## src/rtl/cfgp_pkg.sv

```systemverilog
package cfgp_pkg;

    typedef enum logic [1:0] {
        KEY_LOCKED = 2'd0,
        KEY_HALF   = 2'd1,
        KEY_OPEN   = 2'd2
    } key_state_e;

    localparam logic [7:0] IDX_LDSEL   = 8'h07;
    localparam logic [7:0] IDX_ID_HI   = 8'h20;
    localparam logic [7:0] IDX_ID_LO   = 8'h21;
    localparam logic [7:0] IDX_REV     = 8'h22;
    localparam logic [7:0] IDX_VEND_HI = 8'h23;
    localparam logic [7:0] IDX_VEND_LO = 8'h24;
    localparam logic [7:0] IDX_ENABLE  = 8'h30;

endpackage

```

## src/rtl/cfgp_key_fsm.sv

```systemverilog
module cfgp_key_fsm
    import cfgp_pkg::*;
#(
    parameter logic [7:0] KEY_BYTE  = 8'h87,
    parameter logic [7:0] LOCK_BYTE = 8'hAA
) (
    input  logic       clk,
    input  logic       rst_n,
    input  logic       idx_wr,
    input  logic [7:0] wdata,
    output logic       open,
    output logic       idx_load,
    output logic       idx_clear
);

    typedef struct packed {
        key_state_e st;
    } key_s;

    key_s s_d, s_q;

    always_comb begin
        s_d = s_q;
        if (idx_wr) begin
            case (s_q.st)
                KEY_LOCKED: s_d.st = (wdata == KEY_BYTE) ? KEY_HALF : KEY_LOCKED;
                KEY_HALF:   s_d.st = (wdata == KEY_BYTE) ? KEY_OPEN : KEY_LOCKED;
                KEY_OPEN:   s_d.st = (wdata == LOCK_BYTE) ? KEY_LOCKED : KEY_OPEN;
                default:    s_d.st = KEY_LOCKED;
            endcase
        end
    end

    always_ff @(posedge clk or negedge rst_n) begin
        if (!rst_n) s_q <= '{st: KEY_LOCKED};
        else        s_q <= s_d;
    end

    assign open      = (s_q.st == KEY_OPEN);
    assign idx_clear = open && idx_wr && (wdata == LOCK_BYTE);
    assign idx_load  = open && idx_wr && (wdata != LOCK_BYTE);

endmodule

```

## src/rtl/cfgp_ld_bank.sv

```systemverilog
module cfgp_ld_bank
    import cfgp_pkg::*;
#(
    parameter int BANK_DEPTH = 4,
    parameter int BANK_BASE  = 8'hF0
) (
    input  logic                    clk,
    input  logic                    rst_n,
    input  logic                    sel,
    input  logic                    wr,
    input  logic [7:0]              idx,
    input  logic [7:0]              wdata,
    output logic [7:0]              rdata,
    output logic                    enable,
    output logic [BANK_DEPTH*8-1:0] cfg_flat
);

    typedef struct packed {
        logic                        en;
        logic [BANK_DEPTH-1:0][7:0]  cfg;
    } bank_s;

    bank_s s_d, s_q;

    always_comb begin
        s_d = s_q;
        if (sel && wr) begin
            if (idx == IDX_ENABLE) s_d.en = wdata[0];
            for (int k = 0; k < BANK_DEPTH; k++) begin
                if (idx == 8'(BANK_BASE + k)) s_d.cfg[k] = wdata;
            end
        end
    end

    always_comb begin
        rdata = 8'h00;
        if (idx == IDX_ENABLE) rdata = {7'b0, s_q.en};
        for (int k = 0; k < BANK_DEPTH; k++) begin
            if (idx == 8'(BANK_BASE + k)) rdata = s_q.cfg[k];
        end
    end

    always_ff @(posedge clk or negedge rst_n) begin
        if (!rst_n) s_q <= '0;
        else        s_q <= s_d;
    end

    assign enable   = s_q.en;
    assign cfg_flat = s_q.cfg;

endmodule

```

## src/rtl/cfg_key_port.sv

```systemverilog
module cfg_key_port
    import cfgp_pkg::*;
#(
    parameter int          NUM_LD     = 4,
    parameter int          BANK_DEPTH = 4,
    parameter int          BANK_BASE  = 8'hF0,
    parameter logic [15:0] DEV_CODE   = 16'h0901,
    parameter logic [7:0]  DEV_REV    = 8'h3C,
    parameter logic [15:0] VEND_CODE  = 16'h1934,
    parameter logic [7:0]  KEY_BYTE   = 8'h87,
    parameter logic [7:0]  LOCK_BYTE  = 8'hAA
) (
    input  logic                           clk,
    input  logic                           rst_n,
    input  logic                           bus_sel,
    input  logic                           bus_wr,
    input  logic                           bus_rd,
    input  logic [7:0]                     bus_wdata,
    output logic [7:0]                     bus_rdata,
    output logic                           cfg_open,
    output logic [NUM_LD-1:0]              dev_en,
    output logic [NUM_LD*BANK_DEPTH*8-1:0] dev_cfg
);

    localparam int BANK_W = BANK_DEPTH * 8;

    typedef struct packed {
        logic [7:0] idx;
        logic [7:0] ld;
        logic [7:0] rdata;
    } port_s;

    port_s s_d, s_q;

    logic       open;
    logic       idx_load;
    logic       idx_clear;
    logic       idx_wr;
    logic       dat_wr;
    logic [7:0] bank_val;
    logic [7:0] reg_val;
    logic [7:0] bank_rd [NUM_LD];

    assign idx_wr = bus_wr && !bus_sel;
    assign dat_wr = bus_wr && bus_sel && open;

    cfgp_key_fsm #(
        .KEY_BYTE  (KEY_BYTE),
        .LOCK_BYTE (LOCK_BYTE)
    ) u_key (
        .clk       (clk),
        .rst_n     (rst_n),
        .idx_wr    (idx_wr),
        .wdata     (bus_wdata),
        .open      (open),
        .idx_load  (idx_load),
        .idx_clear (idx_clear)
    );

    for (genvar g = 0; g < NUM_LD; g++) begin : g_bank
        cfgp_ld_bank #(
            .BANK_DEPTH (BANK_DEPTH),
            .BANK_BASE  (BANK_BASE)
        ) u_bank (
            .clk      (clk),
            .rst_n    (rst_n),
            .sel      (s_q.ld == 8'(g)),
            .wr       (dat_wr),
            .idx      (s_q.idx),
            .wdata    (bus_wdata),
            .rdata    (bank_rd[g]),
            .enable   (dev_en[g]),
            .cfg_flat (dev_cfg[g*BANK_W +: BANK_W])
        );
    end

    always_comb begin
        bank_val = 8'h00;
        for (int g = 0; g < NUM_LD; g++) begin
            if (s_q.ld == 8'(g)) bank_val = bank_rd[g];
        end
    end

    always_comb begin
        case (s_q.idx)
            IDX_LDSEL:   reg_val = s_q.ld;
            IDX_ID_HI:   reg_val = DEV_CODE[15:8];
            IDX_ID_LO:   reg_val = DEV_CODE[7:0];
            IDX_REV:     reg_val = DEV_REV;
            IDX_VEND_HI: reg_val = VEND_CODE[15:8];
            IDX_VEND_LO: reg_val = VEND_CODE[7:0];
            default:     reg_val = bank_val;
        endcase
    end

    always_comb begin
        s_d = s_q;
        if (idx_clear)     s_d.idx = 8'h00;
        else if (idx_load) s_d.idx = bus_wdata;
        if (dat_wr && s_q.idx == IDX_LDSEL) s_d.ld = bus_wdata;
        if (bus_rd) begin
            if (!open)        s_d.rdata = 8'hFF;
            else if (bus_sel) s_d.rdata = reg_val;
            else              s_d.rdata = s_q.idx;
        end
    end

    always_ff @(posedge clk or negedge rst_n) begin
        if (!rst_n) s_q <= '{idx: 8'h00, ld: 8'h00, rdata: 8'hFF};
        else        s_q <= s_d;
    end

    assign bus_rdata = s_q.rdata;
    assign cfg_open  = open;

endmodule

```

## config.mk

```make
export PLATFORM = sky130hd
export DESIGN_NAME = cfg_key_port
export DESIGN_NICKNAME = d
export VERILOG_FILES = /design/src/rtl/cfgp_pkg.sv /design/src/rtl/cfgp_key_fsm.sv /design/src/rtl/cfgp_ld_bank.sv /design/src/rtl/cfg_key_port.sv
export SDC_FILE = /design/constraint.sdc
export NUM_CORES = 1
export LEC_CHECK = 0
export BUFFER_PORTS_ARGS = -buffer_cell sky130_fd_sc_hd__clkbuf_2
export CAP_MARGIN = 20
export CORE_MARGIN = 2
export CORE_UTILIZATION = 40
export CTS_BUF_LIST = sky130_fd_sc_hd__clkbuf_4
export CTS_CLUSTER_DIAMETER = 150
export CTS_CLUSTER_SIZE = 24
export DETAILED_ROUTE_END_ITERATION = 8
export MAX_ROUTING_LAYER = met4
export PLACE_DENSITY = 0.6
export SLEW_MARGIN = 30
export SYNTH_ARGS = -nofsm -noshare
export SYNTH_HDL_FRONTEND = slang
export SYNTH_SLANG_ARGS = --single-unit
```

## constraint.sdc

```tcl
create_clock -name clk -period 2 [get_ports clk]
set_input_delay 0.1 -clock clk [delete_from_list [all_inputs] [get_ports clk]]
set_output_delay 0.1 -clock clk [all_outputs]
set_load 0.05 [all_outputs]
```

# After elaboration in Yosys (flattened, before gate mapping)
# Index checks and enable logic that the tools add are counted.
# word_totals
out_inout_bits	141
input_bits	13
reg_bits	158
wordCells	111
# op_classes
eq_ne	19
n_mux	33
n_reduce_logical	35
# ops
operator	n
8-bit 2-to-1 mux	24
8-bit by 6-bit == test with 1-bit output (second input constant)	6
8-bit == test (second input constant)	6
8-bit case mux with 6 select lines	1
2-bit AND reduction	20
8-bit by 2-bit == test with 1-bit output (second input constant)	2
1-bit logical AND	11
8-bit by 1-bit == test with 1-bit output (second input constant)	1
8-bit by 3-bit == test with 1-bit output (second input constant)	1
8-bit logical NOT	1
8-bit != test (second input constant)	1
2-bit case mux with 3 select lines	1
1-bit 2-to-1 mux	5
2-bit 2-to-1 mux	2
2-bit by 1-bit == test with 1-bit output (second input constant)	1
2-bit == test (second input constant)	1
2-bit logical NOT	1
2-bit nonzero test	1
1-bit logical NOT	1

# Longest topological paths before layout
# depth
ltp_word	13
ltp_mapped	9
ltp_nobuf	6

# Modules after synthesis
# From an unflattened synthesis, not the netlist that was laid out.
# unflattened
cells_unflattened	607
hier_area_um2	8282.9
# by_module_without_submodules
module	n_inst	seq_area_each_um2	area_each_um2	cells_per_inst
cfgp_ld_bank	4	825.8	1609.0	105
cfg_key_port	1	610.6	1689.1	172
cfgp_key_fsm	1	50.0	157.7	15

# Worst setup path after synthesis
# No wires, ideal clock.
# synth_timing
path_type	register -> register
startpoint	register u_key.s_q[0] (netlist name)
endpoint	register g_bank[3].u_bank.s_q, in the netlist g_bank[3].u_bank.cfg_flat[24]
synth_period_minus_slack_ns	2.248
slack_ns	-0.248
n_path_buf	2
stages_incl_launch_ff	9
t_arrival_ns	2.123
setup_time_ns	0.125
required_ns	1.875
cell_sequence	dfrtp_1 -> nor2b_1 -> buf_2 -> nand3_1 -> nor2_1 -> nand3_1 -> or2_1 -> buf_6 -> mux2_4
# synth_between
elab_chain_cells	4
# synth_lines
element	line	rtl
from (decl)	cfgp_key_fsm.sv:20	key_s s_d, s_q;
from (signal assigned)	cfgp_key_fsm.sv:35	if (!rst_n) s_q <= '{st: KEY_LOCKED};
2-bit == test	cfgp_key_fsm.sv:39	assign open = (s_q.st == KEY_OPEN);
named net cfg_open	cfg_key_port.sv:20	output logic cfg_open,
1-bit logical AND	cfg_key_port.sv:45	assign dat_wr = bus_wr && bus_sel && open;
1-bit logical AND	cfgp_ld_bank.sv:27	if (sel && wr) begin
2-bit AND reduction (no source line)	-	
to (signal assigned)	cfgp_ld_bank.sv:44	if (!rst_n) s_q <= '0;
to (signal assigned)	cfgp_ld_bank.sv:45	else s_q <= s_d;
to (decl)	cfgp_ld_bank.sv:23	bank_s s_d, s_q;
# The timed path passes the listed nets, and every way through them passes these cells.
# A chain may end at the register's enable or synchronous reset.

# Worst setup path in the final report
# layout_timing
startpoint	register s_q[9] (netlist name)
endpoint	register s_q, in the netlist bus_rdata[4]
# layout_between
elab_chain_cells	8
elab_cells_between_ends	11
classes_between	eq/ne (3); mux (7); reduce/logical (1)
# layout_lines
element	line	rtl
from (decl)	cfg_key_port.sv:33	port_s s_d, s_q;
from (signal assigned)	cfg_key_port.sv:109	if (!rst_n) s_q <= '{idx: 8'h00, ld: 8'h00, rdata: 8'hFF};
8-bit logical NOT	cfg_key_port.sv:80	if (s_q.ld == 8'(g)) bank_val = bank_rd[g];
8-bit 2-to-1 mux (3 in series)	cfg_key_port.sv:80	
8-bit 2-to-1 mux (*)	cfg_key_port.sv:80	
8-bit case mux with 6 select lines (*)	cfg_key_port.sv:85	case (s_q.idx)
8-bit 2-to-1 mux (*)	cfg_key_port.sv:103	else if (bus_sel) s_d.rdata = reg_val;
8-bit 2-to-1 mux (*)	cfg_key_port.sv:102	if (!open) s_d.rdata = 8'hFF;
# Mark *: on every way between the ends. The rest lies on a longest branch, timed or not.

==> results.json <==
{
  "status": "finished, violations left",
  "violations": "negative setup slack",
  "core_area_mm2": 0.0193,
  "slew_viol_final": 0,
  "crit_start": "s_q[9]",
  "hold_path.class": "input pin to flip-flop",
  "htreeDepth": 4,
  "p_leak_uw": 0.00526,
  "cts_made_buffers": 17,
  "ys_seq_area_share_pct": 50.8,
  "postSynthAreaPerCell_um2": 12.4,
  "setup-tns-final_ns": -0.128,
  "synth_edf_count": 0,
  "endpoint": "bus_rdata[4]",
  "pre_cts_ws_ns": -0.113,
  "drtIter0Drc": 415,
  "root_buffer": "clkbuf_4",
  "rows": 51,
  "wl_per_cell_um": 23.1,
  "irDropWorstVdd_mv": 0.392,
  "place_hpwl_um": 19700,
  "path_max_fanout": 8,
  "portBuffers": 153,
  "layout_worst_path_cycle_share_pct": 104,
  "grt_pass1_wl_um": 40200,
  "synth_warnings": 0,
  "cp-start-kind": "flip-flop",
  "max_freq_mhz": 482,
  "grt_max_degree": 55,
  "cp-end-kind": "flip-flop",
  "synth_seq_cells": 158,
  "setup_viol": 6,
  "ff2ff_path_depth": 8,
  "rr_endpoint": "bus_rdata[4]",
  "drive_gt1_share_pct": 58.8,
  "hp-start": "bus_wdata[1]",
  "fin_crit_ns": 2.08,
  "rsz0062_at_grt": "true",
  "maxCapViolCount": 0,
  "area_growth_syn_to_layout_pct": 34.0,
  "die_h_um": 144,
  "clock_path_buffers": 2,
  "worst_slack_ns": -0.0750,
  "die_width_um": 144,
  "required_ns": 2.51,
  "grt-ovfl-total": 0,
  "syn_inst": 629,
  "synth-main-ff-cell": "dfrtp_1",
  "syn-num-nets": 642,
  "power_density_mw_per_mm2": 544,
  "syn_area_mm2": 0.00780,
  "final_cell_count_no_fill": 1156,
  "worstMarginPinSlew_ns": 0.557,
  "cp.arrival_ns": 2.58,
  "wirelength_um": 26800,
  "drt-pass1-iter-count": 5,
  "r2r_start": "s_q[9]",
  "grt_pass1_vias": 6648,
  "path_clk_slew_ns": 0.15,
  "clock_latency_ns": 0.56,
  "fin_skew_ns": 0.0296,
  "synthDistinctLibCells": 61,
  "grt_usage_pct": 27.3,
  "hold_viol": 0,
  "io_pins": 154,
  "placed_cells": 1100,
  "drt-vias-per-instance": 5.48,
  "ant_nets": 0,
  "ys_async_sr_fraction_pct": 100,
  "dieArea_mm2": 0.0206,
  "cts_tree": "yes",
  "fin_nets": 890,
  "clock_sinks": 158,
  "start_util_pct": 40.5,
  "num_vias": 6333,
  "drc": 0,
  "reg2reg_slack_ns": -0.08,
  "place_congestion": 0.959,
  "slew_headroom_pct": 62.8,
  "timing_worst_setup_path_type": "flip-flop to flip-flop",
  "antenna_found_initial": 1
}
## report_power, final
group | total, uW | switching [uW] | internal, uW | leakage [uW]
sequential | 3200 | 2.75 | 3200 | 0.00215
clock | 2220 | 1230 | 989 | 0.000169
combinational | 267 | 184 | 82.3 | 0.00293
total | 5690 | 1420 | 4270 | 0.00526
## metal layers
metal  routed length (um)  vias up  part of all wire, %  global-route usage, %
met5                    0        -                    0                      -
met4                  537        0                  2.0                   7.28
met3                 1230       44                  4.6                   4.90
met2                13000      192                   48                   43.1
met1                12000     3289                   45                   36.8
li1                     -     2808                    -                      -
## flip-flops by register name (all words and copies together) (netlist names)
name / cells
g_bank.u_bank.cfg_flat: 128
u_key.s_q: 2
s_q: 16
bus_rdata: 8
g_bank.u_bank.enable: 4
## cells in the final DEF, fill, tap and decap left out, types with 3 or more instances in the layout
cell and count:
or3_4 3, nand2_1 42, nand3_1 9, buf_12 17, bufinv_16 4, mux2i_1 9, o211ai_1 5, dfrtp_2 3
nand2b_1 8, and3_1 3, a22oi_1 3, nor2_2 17, mux2_2 124, nor2_4 6, buf_6 7, inv_1 6
o22ai_1 12, nor3_1 4, o2111ai_1 3, buf_4 94, clkinv_1 3, nor2b_1 5, nor2_1 16, mux4_2 19
o21ai_0 16, nand3_2 4, dfrtp_1 147, a21oi_1 21, clkbuf_2 152, clkbuf_4 17, dlygate4sd3_1 12, o21a_1 3
o21ai_1 4, clkinv_4 3, dfstp_2 8, mux2_4 16
## worst max-delay path, cell delays in order (launching register included)
cell	delay [ns]
dfrtp_2	0.53
buf_4	0.18
nor2b_1	0.20
buf_4	0.16
a22o_1	0.22
a21oi_1	0.07
o21ai_0	0.28
o221ai_2	0.21
a21oi_1	0.18
## kinds of logic (layout without fill, tap and decap cells)
kind of cell,Yosys count,count (layout),share of synthesized area [%]
AOI/OAI and AO/OA,96,96,8.02
xor gates and xnor gates,2,2,0.225
buffers and inverters,60,321,3.90
DFF,158,158,50.8
muxes,168,168,27.2
other,0,1,0
and+or+nand+nor,145,145,9.79
## Yosys cell counts (all sizes together) (2+ instances only)
| cell type | count | area (um^2) |
|---|---|---|
| o211ai | 5 | 37.5 |
| nand2 | 45 | 169 |
| and2 | 2 | 12.5 |
| nor3 | 7 | 46.3 |
| inv | 6 | 22.5 |
| a22oi | 3 | 22.5 |
| o41ai | 2 | 17.5 |
| or3 | 4 | 30.0 |
| a221oi | 2 | 17.5 |
| a31oi | 2 | 12.5 |
| and3 | 3 | 18.8 |
| nor2b | 6 | 37.5 |
| nand4bb | 3 | 33.8 |
| a211oi | 2 | 15.0 |
| nand3b | 2 | 15.0 |
| clkbuf | 29 | 109 |
| a2bb2oi | 2 | 17.5 |
| buf | 25 | 173 |
| mux2 | 140 | 1610 |
| o22ai | 13 | 81.3 |
| o221ai | 2 | 17.5 |
| mux4 | 19 | 428 |
| o21a | 3 | 22.5 |
| xnor2 | 2 | 17.5 |
| dfstp | 8 | 210 |
| nor2 | 39 | 184 |
| nor3b | 2 | 15.0 |
| o2bb2ai | 2 | 17.5 |
| a21oi | 24 | 120 |
| or3b | 2 | 17.5 |
| nand2b | 8 | 50.1 |
| dfrtp | 150 | 3750 |
| nand3 | 14 | 70.1 |
| mux2i | 9 | 90.1 |
| o2111ai | 3 | 26.3 |
| nor4 | 2 | 12.5 |
| o21ai | 20 | 100 |
| a211o | 2 | 17.5 |
| or4 | 2 | 15.0 |
## metrics by stage
step	total power (uW)	cell area, um^2	util (%)	hold WS [ns]
5_1_grt	5880	10500	54.2	0.0227
4_1_cts	5700	10200	52.9	0.00362
3_3_place_gp	3500	9640	50.0	0.106
6_report	5690	10500	54.2	0.0201
3_5_place_dp	3500	9640	50.0	0.119
2_1_floorplan	3340	7820	-	-0.196
## final cells by class
cell class                      instances  area (um^2)
Fill cell                            1731         8820
Antenna cell                            1         2.50
Clock buffer                           17          128
Timing Repair Buffer                  283         2030
Multi-Input combinational cell        411         3780
Tap cell                              265          332
Sequential cell                       158         3970
Inverter                                6         22.5
Clock inverter                         15          193
## worst min-delay path by stage
stage	slack, ns	cells after the start	endpoint
after floorplan	-0.20	0	g_bank[0].u_bank.cfg_flat[0]
after global placement	0.11	1	g_bank[0].u_bank.cfg_flat[3]
after detailed placement	0.12	1	g_bank[0].u_bank.cfg_flat[16]
after CTS	0.004	4	s_q[9]
after global routing	0.02	4	s_q[21]
final	0.02	4	s_q[9]
## what timing repair did
item | in CTS | in global routing
pin swaps | 4 | 17
resized for setup | 15 | 48
hold endpoints to repair | 162 | 0
gates cloned | 0 | 1
hold buffers | 12 | 0
setup endpoints to repair | 114 | 129
setup buffers | 5 | 5
No activity file was read; power rests on OpenSTA's default activity.
